<file path="src/rtl/dr_adder_pkg.sv">
package dr_adder_pkg;

    typedef struct packed {
        logic hi;
        logic lo;
    } dr_pair_t;

    localparam dr_pair_t DR_EMPTY = 2'b00;
    localparam dr_pair_t DR_ZERO  = 2'b01;
    localparam dr_pair_t DR_ONE   = 2'b10;

    typedef enum logic [1:0] {
        PH_IDLE   = 2'd0,
        PH_SPACER = 2'd1,
        PH_EVAL   = 2'd2
    } phase_t;

    function automatic logic dr_filled(dr_pair_t p);
        return p.hi | p.lo;
    endfunction

    function automatic logic dr_bad(dr_pair_t p);
        return p.hi & p.lo;
    endfunction

    function automatic dr_pair_t dr_encode(logic v);
        return v ? DR_ONE : DR_ZERO;
    endfunction

endpackage

</file>
<file path="src/rtl/dr_carry_cell.sv">
module dr_carry_cell
    import dr_adder_pkg::*;
(
    input  logic     clk,
    input  logic     rst,
    input  logic     clear,
    input  logic     eval,
    input  logic     a_bit,
    input  logic     b_bit,
    input  dr_pair_t cin,
    output dr_pair_t cout
);

    dr_pair_t pair_q;

    always_ff @(posedge clk) begin
        if (rst) begin
            pair_q <= DR_EMPTY;
        end else if (clear) begin
            pair_q <= DR_EMPTY;
        end else if (eval && !dr_filled(pair_q)) begin
            if (a_bit == b_bit) begin
                pair_q <= dr_encode(a_bit);
            end else if (dr_filled(cin)) begin
                pair_q <= cin;
            end
        end
    end

    assign cout = pair_q;

endmodule

</file>
<file path="src/rtl/dr_done_detect.sv">
module dr_done_detect
    import dr_adder_pkg::*;
#(
    parameter int WIDTH = 8
) (
    input  dr_pair_t [WIDTH-1:0] pairs,
    output logic                 all_filled,
    output logic                 any_bad
);

    always_comb begin
        all_filled = 1'b1;
        any_bad    = 1'b0;
        for (int i = 0; i < WIDTH; i++) begin
            all_filled = all_filled & dr_filled(pairs[i]);
            any_bad    = any_bad | dr_bad(pairs[i]);
        end
    end

endmodule

</file>
<file path="src/rtl/dr_phase_ctrl.sv">
module dr_phase_ctrl
    import dr_adder_pkg::*;
(
    input  logic   clk,
    input  logic   rst,
    input  logic   start,
    input  logic   all_filled,
    output phase_t phase,
    output logic   accept,
    output logic   eval,
    output logic   busy
);

    phase_t phase_q;

    assign accept = start && (phase_q == PH_IDLE || (phase_q == PH_EVAL && all_filled));
    assign eval   = (phase_q == PH_EVAL);
    assign busy   = (phase_q != PH_IDLE);
    assign phase  = phase_q;

    always_ff @(posedge clk) begin
        if (rst) begin
            phase_q <= PH_IDLE;
        end else if (accept) begin
            phase_q <= PH_SPACER;
        end else if (phase_q == PH_SPACER) begin
            phase_q <= PH_EVAL;
        end
    end

endmodule

</file>
<file path="src/rtl/dr_completion_adder.sv">
module dr_completion_adder
    import dr_adder_pkg::*;
#(
    parameter int WIDTH = 8
) (
    input  logic             clk,
    input  logic             rst,
    input  logic             start,
    input  logic [WIDTH-1:0] op_a,
    input  logic [WIDTH-1:0] op_b,
    output logic [WIDTH:0]   sum,
    output logic             done,
    output logic             illegal
);

    localparam int SUM_W = WIDTH + 1;

    logic [WIDTH-1:0]     opa_q;
    logic [WIDTH-1:0]     opb_q;
    dr_pair_t [WIDTH:0]   chain;
    dr_pair_t [WIDTH-1:0] carry_q;
    logic [SUM_W-1:0]     sum_raw;
    logic                 all_filled;
    logic                 any_bad;
    logic                 accept;
    logic                 eval;
    logic                 busy;
    phase_t               phase;

    dr_phase_ctrl u_ctrl (
        .clk        (clk),
        .rst        (rst),
        .start      (start),
        .all_filled (all_filled),
        .phase      (phase),
        .accept     (accept),
        .eval       (eval),
        .busy       (busy)
    );

    always_ff @(posedge clk) begin
        if (rst) begin
            opa_q <= '0;
            opb_q <= '0;
        end else if (accept) begin
            opa_q <= op_a;
            opb_q <= op_b;
        end
    end

    assign chain[0] = DR_ZERO;

    for (genvar i = 0; i < WIDTH; i++) begin : g_cell
        dr_carry_cell u_cell (
            .clk   (clk),
            .rst   (rst),
            .clear (accept),
            .eval  (eval),
            .a_bit (opa_q[i]),
            .b_bit (opb_q[i]),
            .cin   (chain[i]),
            .cout  (chain[i+1])
        );
        assign sum_raw[i] = opa_q[i] ^ opb_q[i] ^ chain[i].hi;
    end

    assign sum_raw[WIDTH] = chain[WIDTH].hi;
    assign carry_q        = chain[WIDTH:1];

    dr_done_detect #(.WIDTH(WIDTH)) u_detect (
        .pairs      (carry_q),
        .all_filled (all_filled),
        .any_bad    (any_bad)
    );

    assign done    = eval && all_filled;
    assign sum     = done ? sum_raw : '0;
    assign illegal = any_bad;

endmodule

</file>
<file path="config.mk">
export PLATFORM = sky130hd
export DESIGN_NAME = dr_completion_adder
export DESIGN_NICKNAME = d
export VERILOG_FILES = /design/src/rtl/dr_adder_pkg.sv /design/src/rtl/dr_carry_cell.sv /design/src/rtl/dr_done_detect.sv /design/src/rtl/dr_phase_ctrl.sv /design/src/rtl/dr_completion_adder.sv
export SDC_FILE = /design/constraint.sdc
export NUM_CORES = 1
export LEC_CHECK = 0
export BUFFER_PORTS_ARGS = -buffer_cell sky130_fd_sc_hd__buf_2
export CAP_MARGIN = 25
export CELL_PAD_IN_SITES_DETAIL_PLACEMENT = 0
export CELL_PAD_IN_SITES_GLOBAL_PLACEMENT = 1
export CORE_MARGIN = 2
export CORE_UTILIZATION = 42
export CTS_CLUSTER_DIAMETER = 40
export DETAILED_ROUTE_END_ITERATION = 7
export GPL_TIMING_DRIVEN = 0
export PLACE_DENSITY_LB_ADDON = 0.1
export SYNTH_ARGS = -nofsm -noshare
export SYNTH_HDL_FRONTEND = slang
export SYNTH_SLANG_ARGS = --single-unit
</file>
<file path="constraint.sdc">
create_clock -name clk -period 1.9 [get_ports clk]
set_input_delay 0.19 -clock clk [delete_from_list [all_inputs] [get_ports clk]]
set_output_delay 0.19 -clock clk [all_outputs]
set_load 0.1 [all_outputs]
</file>
# Word-level counts from Yosys, hierarchy flattened
# Cells that the tools add are included.
dict set report word_totals {
  ff_bits 34
  latch_bits 0
  ramBits 0
  mem_bits_ro 0
  input_bits 19
  output_inout_bits 11
  elab_cells 137
  n_memories 0
}
dict set report classes {
  addsub 0
  n_mul 0
  div 0
  magnitude_cmp 0
  n_eq_ne 10
  shifts 0
  muxes 26
  bitwise_logic 45
  reduce_logical 36
}
# operator n
set ops {}
lappend ops {{$mux 2} 23}
lappend ops {{$reduce_bool 2->1} 8}
lappend ops {{$and 1x1->1} 15}
lappend ops {{$or 1x1->1} 15}
lappend ops {{$xor 1x1->1} 15}
lappend ops {{$reduce_and 2->1} 7}
lappend ops {{$logic_and 1x1->1} 10}
lappend ops {{$mux 9} 1}
lappend ops {{$eq 1x1->1} 8}
lappend ops {{$logic_not 1->1} 8}
lappend ops {{$eq 2x1->1 const B} 1}
lappend ops {{$eq 2x2->1 const B} 1}
lappend ops {{$logic_not 2->1} 1}
lappend ops {{$mux 1} 2}
lappend ops {{$reduce_or 2->1} 1}
lappend ops {{$logic_or 1x1->1} 1}

# Logic depth before layout (Yosys ltp)
# Gate-level depths: netlist of run 1.
dict set report depth {
  depth_word 12
  depth_mapped 7
  depth_no_buf 4
}

# Cells and area by module
# Synthesis of run 1 repeated with hierarchy kept, for this count alone.
dict set report hier_totals {
  cells_unflattened 199
  hier_area_um2 1840.5
}
# module instances cells_each area_each_um2 seq_area_each_um2
set by_module_without_submodules {}
lappend by_module_without_submodules {dr_carry_cell 8 13 108.9 40.0}
lappend by_module_without_submodules {dr_completion_adder 1 73 798.3 320.3}
lappend by_module_without_submodules {dr_phase_ctrl 1 12 97.6 40.0}
lappend by_module_without_submodules {dr_done_detect 1 10 73.8 0.0}

# Worst setup path before layout of run 1
# Ideal clock, no wire load.
dict set report synth_timing {
  path_type {register to output}
  startpoint {register g_cell[5].u_cell.pair_q, in the netlist g_cell[5].u_cell.cout[1]}
  endpoint {output port sum[5]}
  arrival_ns 3.078
  required_ns 1.710
  path_slack_ns -1.368
  stages_incl_launch_ff 5
  n_path_buf 0
  cell_sequence {dfxtp_1 o22ai_2 nor3_4 nand2_1 nor3_1}
}
dict set report synth_between {
  elab_chain_cells 6
}
# element line
set synth_rtl {}
lappend synth_rtl {{start, declared} dr_carry_cell.sv:14} ;# dr_pair_t pair_q;
lappend synth_rtl {{start signal, assigned} dr_carry_cell.sv:23} ;# pair_q <= dr_encode(a_bit);
lappend synth_rtl {{start signal, assigned} dr_carry_cell.sv:25} ;# pair_q <= cin;
lappend synth_rtl {{$or 1x1->1} dr_adder_pkg.sv:19} ;# return p.hi | p.lo;
lappend synth_rtl {{$and 1x1->1 (3 in a row)} dr_done_detect.sv:15} ;# all_filled = all_filled & dr_filled(pairs[i]);
lappend synth_rtl {{$logic_and 1x1->1} dr_completion_adder.sv:76} ;# assign done = eval && all_filled;
lappend synth_rtl {{$mux 9} dr_completion_adder.sv:77} ;# assign sum = done ? sum_raw : '0;
lappend synth_rtl {{end, declared} dr_completion_adder.sv:11} ;# output logic [WIDTH:0] sum,
# Every way passes these cells.

# Worst setup path after layout of run 1
dict set report layout_timing {
  startpoint {register g_cell[4].u_cell.pair_q, in the netlist g_cell[4].u_cell.cout[1]}
  endpoint {output port sum[2]}
}
dict set report layout_between {
  elab_chain_cells 7
}
# element line
set layout_rtl {}
lappend layout_rtl {{start, declared} dr_carry_cell.sv:14}
lappend layout_rtl {{start signal, assigned} dr_carry_cell.sv:23}
lappend layout_rtl {{start signal, assigned} dr_carry_cell.sv:25}
lappend layout_rtl {{$or 1x1->1} dr_adder_pkg.sv:19}
lappend layout_rtl {{$and 1x1->1 (4 in a row)} dr_done_detect.sv:15}
lappend layout_rtl {{$logic_and 1x1->1} dr_completion_adder.sv:76}
lappend layout_rtl {{$mux 9} dr_completion_adder.sv:77}
# Every way passes these cells.

==> results.json, run 1 <==
{
  "vias": 1572,
  "place.gp.congestion": 0.739,
  "crit_required_ns": 1.71,
  "boundaryPins": 30,
  "grt_max_degree": 11,
  "core.rowCount": 24,
  "start_util_pct": 42.8,
  "clk_path_buf_depth": 2,
  "clkSinkCount": 34,
  "synth_edf_count": 0,
  "pwr-share-comb_pct": 14.6,
  "seq_power_share_pct": 49.7,
  "coreArea_sq_um": 4290,
  "min_period_ns": 1.88,
  "hold_violations": 0,
  "antennaDiodeCount": 0,
  "crit_fanout": 6,
  "crit_path_cell_trace": "o22ai_4 -> nor3_4 -> nand2_8 -> buf_12 -> nor2_4 -> buf_12",
  "hp-start": "op_b[0]",
  "synthTopCellsByCount": "dfxtp_1, nand2b_1, nor2_1, nor3_1, mux2i_1",
  "routed_wl_um": 4520,
  "ant_nets": 0,
  "placedCellCount": 284,
  "die_h_um": 70.1,
  "min_path_type": "in2reg",
  "rr_startpoint": "g_cell[4].u_cell.cout[1]$_SDFFE_PP0P_",
  "rsz0062_at_grt": "true",
  "cp.arrival_ns": 1.69,
  "grt_pass1_vias": 1577,
  "cts.clk_slew.worst_paths_ns": 0.07,
  "cts_tree": "yes",
  "wl_per_cell_um": 15.1,
  "switching_power_mw": 0.426,
  "route.detailed.drc": 0,
  "synth_top_area_cell": "dfxtp_1",
  "syn-num-nets": 224,
  "antenna_found_initial": 0,
  "leakage_nw": 1.01,
  "crit_path_end_kind": "output pin",
  "worstSetupPathType": "reg2out",
  "finClkSkew_ns": 0.00887,
  "synth.most_common_cell": "dfxtp_1",
  "cap_violations": 0,
  "cellPowerDensity_nw_per_um2": 633,
  "final_cells": 300,
  "numCtsBuffers": 5,
  "dp_hpwl_um": 3060,
  "crit_path_start": "g_cell[4].u_cell.cout[1]$_SDFFE_PP0P_",
  "status": "finished clean",
  "critPathLaunchType": "register",
  "cp_common_cell": "buf_12",
  "drv_slew": 0,
  "slowest_stage": "dfxtp_4",
  "clock_latency_ns": 0.29,
  "track_usage_pct": 19.4,
  "dieArea_sq_um": 4920,
  "ys_top_cells_by_area": "dfxtp_1, nand2b_1, mux2i_1",
  "worst_slew_pin_slew_ns": 0.577,
  "switching_share_pct": 27.1,
  "synth_ff_type": "dfxtp_1",
  "synth_top_area_share_pct": 37.1,
  "fin_hold_ws_ns": 0.153,
  "ys_async_sr_fraction_pct": 0,
  "drive_above_1_share_pct": 30.6,
  "numPortBuffers": 29,
  "drt_first_iter_violations": 58,
  "seq_area_frac_synth_pct": 37.1,
  "setup_viol": 0,
  "power_frac_clock_pct": 35.7,
  "fmax_mhz": 531,
  "area_delta_synth_final_pct": 34.9,
  "fin_crit_sh_pct": 99.2,
  "ys_seq_elements": 34,
  "syn_area_sq_um": 1840,
  "yosys.cell_types.count": 32,
  "die_w_um": 70.1,
  "grt-ovfl-total": 0,
  "ir_drop_mv": 0.466,
  "internal-power_mw": 1.14,
  "clock-root-buffer": "clkbuf_8",
  "synth_warnings": 0,
  "htreeDepth": 2,
  "slowest_delay_ns": 0.40,
  "avgSynthCellArea_sq_um": 9.05,
  "first_pass_iters": 4,
  "netlist_instances": 203,
  "grt_first_pass_wirelength_um": 7490,
  "nets": 268,
  "vias_per_cell": 5.24,
  "slew_headroom_pct": 61.2
}
-- critical path, delay by kind of cell, from the launching register on --
kind            cells  cell delay [ns]
flops               1             0.40
simple gates        3             0.57
buf+inv             2             0.35
compound gates      1             0.08
-- power by group through the flow --
stage                     logic [mW]  clock network [mW]  registers (mW)
after floorplan                0.170                   0           0.793
after CTS                      0.228               0.577           0.783
after detailed placement       0.222                   0           0.804
after global placement         0.214                   0           0.802
final                          0.230               0.560           0.780
after global routing           0.253               0.597           0.786
-- through the flow --
stage               TNS, ns  total power, mW  cell area (sq um)  setup slack (ns)  utilization [%]
floorplan            -0.335            0.963               1890           -0.0563                -
global placement    -0.0271             1.02               2100           -0.0271             48.8
detailed placement  -0.0340             1.03               2100           -0.0340             48.8
CTS                       0             1.59               2350           0.00483             54.8
global route         -0.262             1.64               2480           -0.0651             57.7
finish                    0             1.57               2480            0.0154             57.7
-- logic make-up (layout without fill, tap and decap cells) --
kind of cell / after synthesis / in the layout / share of synthesized area, %
AND/OR/NAND/NOR: 79 / 79 / 23.7
flip-flops: 34 / 34 / 37.1
AO/OA/AOI/OAI: 33 / 33 / 12.4
multiplexers: 16 / 16 / 8.72
buffers and inverters: 16 / 61 / 5.04
adder cells (fa/ha/maj): 13 / 13 / 7.36
XOR/XNOR: 12 / 12 / 5.72
-- registers in the layout (all words and copies together) (netlist names) --
register,cells
u_ctrl.phase,2
opb_q,8
opa_q,8
g_cell.u_cell.cout,16
-- area by class of cell --
type / count / area (sq um)
sequential: 34 / 718
timing repair buffer: 37 / 350
multi-input combinational: 153 / 1160
fill: 393 / 1820
inverter: 7 / 26.3
clock inverter: 1 / 5.00
clock buffer: 7 / 86.3
tap: 52 / 65.1
buffer: 9 / 68.8
-- final timing paths --
| path | cells past startpoint | slack (ns) | endpoint |
|---|---|---|---|
| worst min register to register | 2 | 0.51 | u_ctrl.phase[0]$_SDFFE_PP0P_ |
| worst max register to register | 8 | 0.09 | opb_q[6]$_SDFFE_PP0P_ |
| worst min-delay path | 3 | 0.15 | opb_q[0]$_SDFFE_PP0P_ |
| worst max-delay path | 6 | 0.02 | sum[2] |
-- per-layer routing --
metal,share of wire [%],track usage [%]
met1,47,23.1
met2,49,33.0
met3,3.2,5.19
met4,1.7,8.12
met5,0,0
-- timing repair --
| item | CTS | global route |
|---|---|---|
| buffers inserted | 1 | 7 |
| endpoints found under the hold margin | 0 | 0 |
| resized for setup | 46 | 19 |
| pin swaps | 3 | 8 |
| endpoints found under the setup margin | 10 | 8 |
| hold buffers | 0 | 0 |
-- placed cells by master, fill, tap and decap left out, types with 3 or more instances in the layout --
master / count
a21oi_1: 10
a22oi_1: 4
buf_12: 10
buf_2: 19
buf_4: 8
buf_6: 4
clkbuf_1: 5
clkbuf_8: 6
dfxtp_1: 20
dfxtp_2: 6
dfxtp_4: 8
inv_1: 7
maj3_1: 11
mux2i_1: 16
nand2_1: 3
nand2b_1: 33
nor2_1: 11
nor2_4: 4
nor3_1: 15
nor3_4: 3
o21a_1: 9
xnor2_1: 5
xor2_1: 7
Power figures use the tool's default switching activity.
==> inputs of run 2 (changes only) <==
==> constraint.sdc (replaced) <==
create_clock -name clk -period 1.9 [get_ports clk]
set_input_delay 0.38 -clock clk [delete_from_list [all_inputs] [get_ports clk]]
set_output_delay 0.38 -clock clk [all_outputs]
set_load 0.1 [all_outputs]
==> results.json, run 2 (synthesis results as in run 1) <==
{
  "slew_headroom_pct": 52.8,
  "grt_first_pass_wirelength_um": 7880,
  "antennaDiodeCount": 0,
  "wl_per_cell_um": 15.4,
  "min_period_ns": 2.00,
  "critPathLaunchType": "register",
  "ant_nets": 0,
  "tns_ns": -0.509,
  "slowest_stage": "dfxtp_4",
  "switching_share_pct": 26.6,
  "r2r_cells": 6,
  "htreeDepth": 2,
  "grt_pass1_vias": 1630,
  "critical_path_depth": 6,
  "clk_path_buf_depth": 2,
  "vias_per_cell": 5.21,
  "min_path_type": "in2reg",
  "clkSinkCount": 34,
  "boundaryPins": 30,
  "cellPowerDensity_nw_per_um2": 608,
  "die_w_um": 70.1,
  "setup_viol": 7,
  "leakage_nw": 1.04,
  "cp_common_cell": "buf_12",
  "seq_power_share_pct": 50.0,
  "nets": 272,
  "start_util_pct": 42.8,
  "placedCellCount": 284,
  "slowest_delay_ns": 0.36,
  "grt-ovfl-total": 0,
  "vias": 1579,
  "status": "finished with violations",
  "core.rowCount": 24,
  "dieArea_sq_um": 4920,
  "drv_slew": 0,
  "fin_crit_sh_pct": 105,
  "routed_wl_um": 4680,
  "cts_tree": "yes",
  "crit_path_cell_trace": "o22ai_4 -> nor3_4 -> nand2_8 -> buf_12 -> nor2_4 -> buf_12",
  "hold_violations": 0,
  "multi_input_area_sq_um": 1190,
  "first_pass_iters": 4,
  "crit_required_ns": 1.52,
  "path_delay_family": "simple AND/OR/NAND/NOR gates",
  "clock_latency_ns": 0.28,
  "worst-path-buf-inv": 2,
  "final_cells": 303,
  "rsz0062_at_grt": "true",
  "route.detailed.drc": 0,
  "gr-usage-met3_pct": 5.05,
  "power_frac_clock_pct": 34.7,
  "min_delay_path_depth": 3,
  "cp.arrival_ns": 1.62,
  "clock-root-buffer": "clkbuf_8",
  "coreArea_sq_um": 4290,
  "finClkSkew_ns": 0.00878,
  "antenna_found_initial": 0,
  "largest_register_ffs": 16,
  "nFillCells": 393,
  "final_common_cell": "nand2b_1",
  "crit_path_end_kind": "output pin",
  "switching_power_mw": 0.415,
  "track_usage_pct": 20.2,
  "worst_slack_ns": -0.0983,
  "dp_hpwl_um": 3130,
  "grt_busiest_layer": "met2",
  "regArea_sq_um": 724,
  "die_h_um": 70.1,
  "met2_usage_pct": 33.8,
  "layout_common_cells": "nand2b_1, buf_2, dfxtp_1, mux2i_1, nor3_1",
  "worst_slew_pin_slew_ns": 0.706,
  "numPortBuffers": 29,
  "cap_violations": 0,
  "pwr-share-comb_pct": 15.2,
  "numCtsBuffers": 5,
  "ir_drop_mv": 0.375,
  "violations": "negative setup slack",
  "drt_first_iter_violations": 42,
  "cts.clk_slew.worst_paths_ns": 0.07,
  "grt_max_degree": 11,
  "internal-power_mw": 1.14,
  "grtUsageMet1_pct": 25.5,
  "area_delta_synth_final_pct": 39.4,
  "fmax_mhz": 500,
  "crit_fanout": 6,
  "drive_above_1_share_pct": 34.3,
  "place.gp.congestion": 0.773,
  "worstSetupPathType": "reg2out",
  "fin_util_pct": 59.6
}
## run 2: cell types whose count changed in the layout (fill, tap and decap cells not counted), sizes merged
cell and change:
buf +4, clkinv -1
## run 2: area by class of cell
class / count / share of cell area [%]
clock buffers: 7 / 3.37
inverters: 7 / 1.03
multi-input cells: 153 / 46.4
repair buffers: 41 / 15.5
well taps: 52 / 2.54
plain buffers: 9 / 2.83
flip-flops and latches: 34 / 28.3
## run 2: layer usage
metal | vias up | share of wire (%)
li1 | 795 | -
met4 | 0 | 1.2
met5 | - | 0
met3 | 6 | 3.5
met2 | 29 | 50
met1 | 749 | 45
## run 2: what timing repair did
| action | 4_1_cts | 5_1_grt |
|---|---|---|
| gates cloned | 0 | 0 |
| endpoints found under the hold margin | 0 | 0 |
| pin swaps | 7 | 4 |
| hold buffers | 0 | 0 |
| setup buffers | 9 | 3 |
| setup endpoints to repair | 10 | 10 |
| gates resized for setup | 55 | 3 |
## run 2: worst register-to-register path, delay by kind of cell (launching register included)
family                 cells  cell delay (ns)
buffers and inverters      2             0.27
flip-flops                 1             0.35
AND/OR/NAND/NOR            1             0.09
AO/OA/AOI/OAI              3             1.00
## run 2: per-stage QoR
step                setup WS (ns)  power, mW  hold slack, ns  area, sq um
floorplan                  -0.182      0.965           0.458         1960
CTS                       -0.0913       1.57           0.342         2510
global route               -0.160       1.63           0.356         2560
detailed placement         -0.148       1.03           0.483         2170
global placement           -0.133       1.02           0.466         2170
finish                    -0.0983       1.56           0.347         2560
## run 2: power groups by stage
stage | clock network (mW) | registers [mW] | logic (mW)
2_1_floorplan | 0 | 0.789 | 0.176
3_3_place_gp | 0 | 0.798 | 0.220
3_5_place_dp | 0 | 0.802 | 0.230
4_1_cts | 0.559 | 0.778 | 0.237
5_1_grt | 0.584 | 0.785 | 0.260
6_report | 0.541 | 0.779 | 0.237
## run 2: worst paths after layout
kind                                    startpoint                                     to  slack (ns)
max          g_cell[2].u_cell.cout[1]$_SDFFE_PP0P_                                 sum[3]        -0.1
min                                        op_b[0]                  opb_q[0]$_SDFFE_PP0P_        0.35
max reg2reg  g_cell[6].u_cell.cout[1]$_SDFFE_PP0P_  g_cell[6].u_cell.cout[0]$_SDFFE_PP0P_        0.12
min reg2reg           u_ctrl.phase[0]$_SDFFE_PP0P_           u_ctrl.phase[0]$_SDFFE_PP0P_        0.47
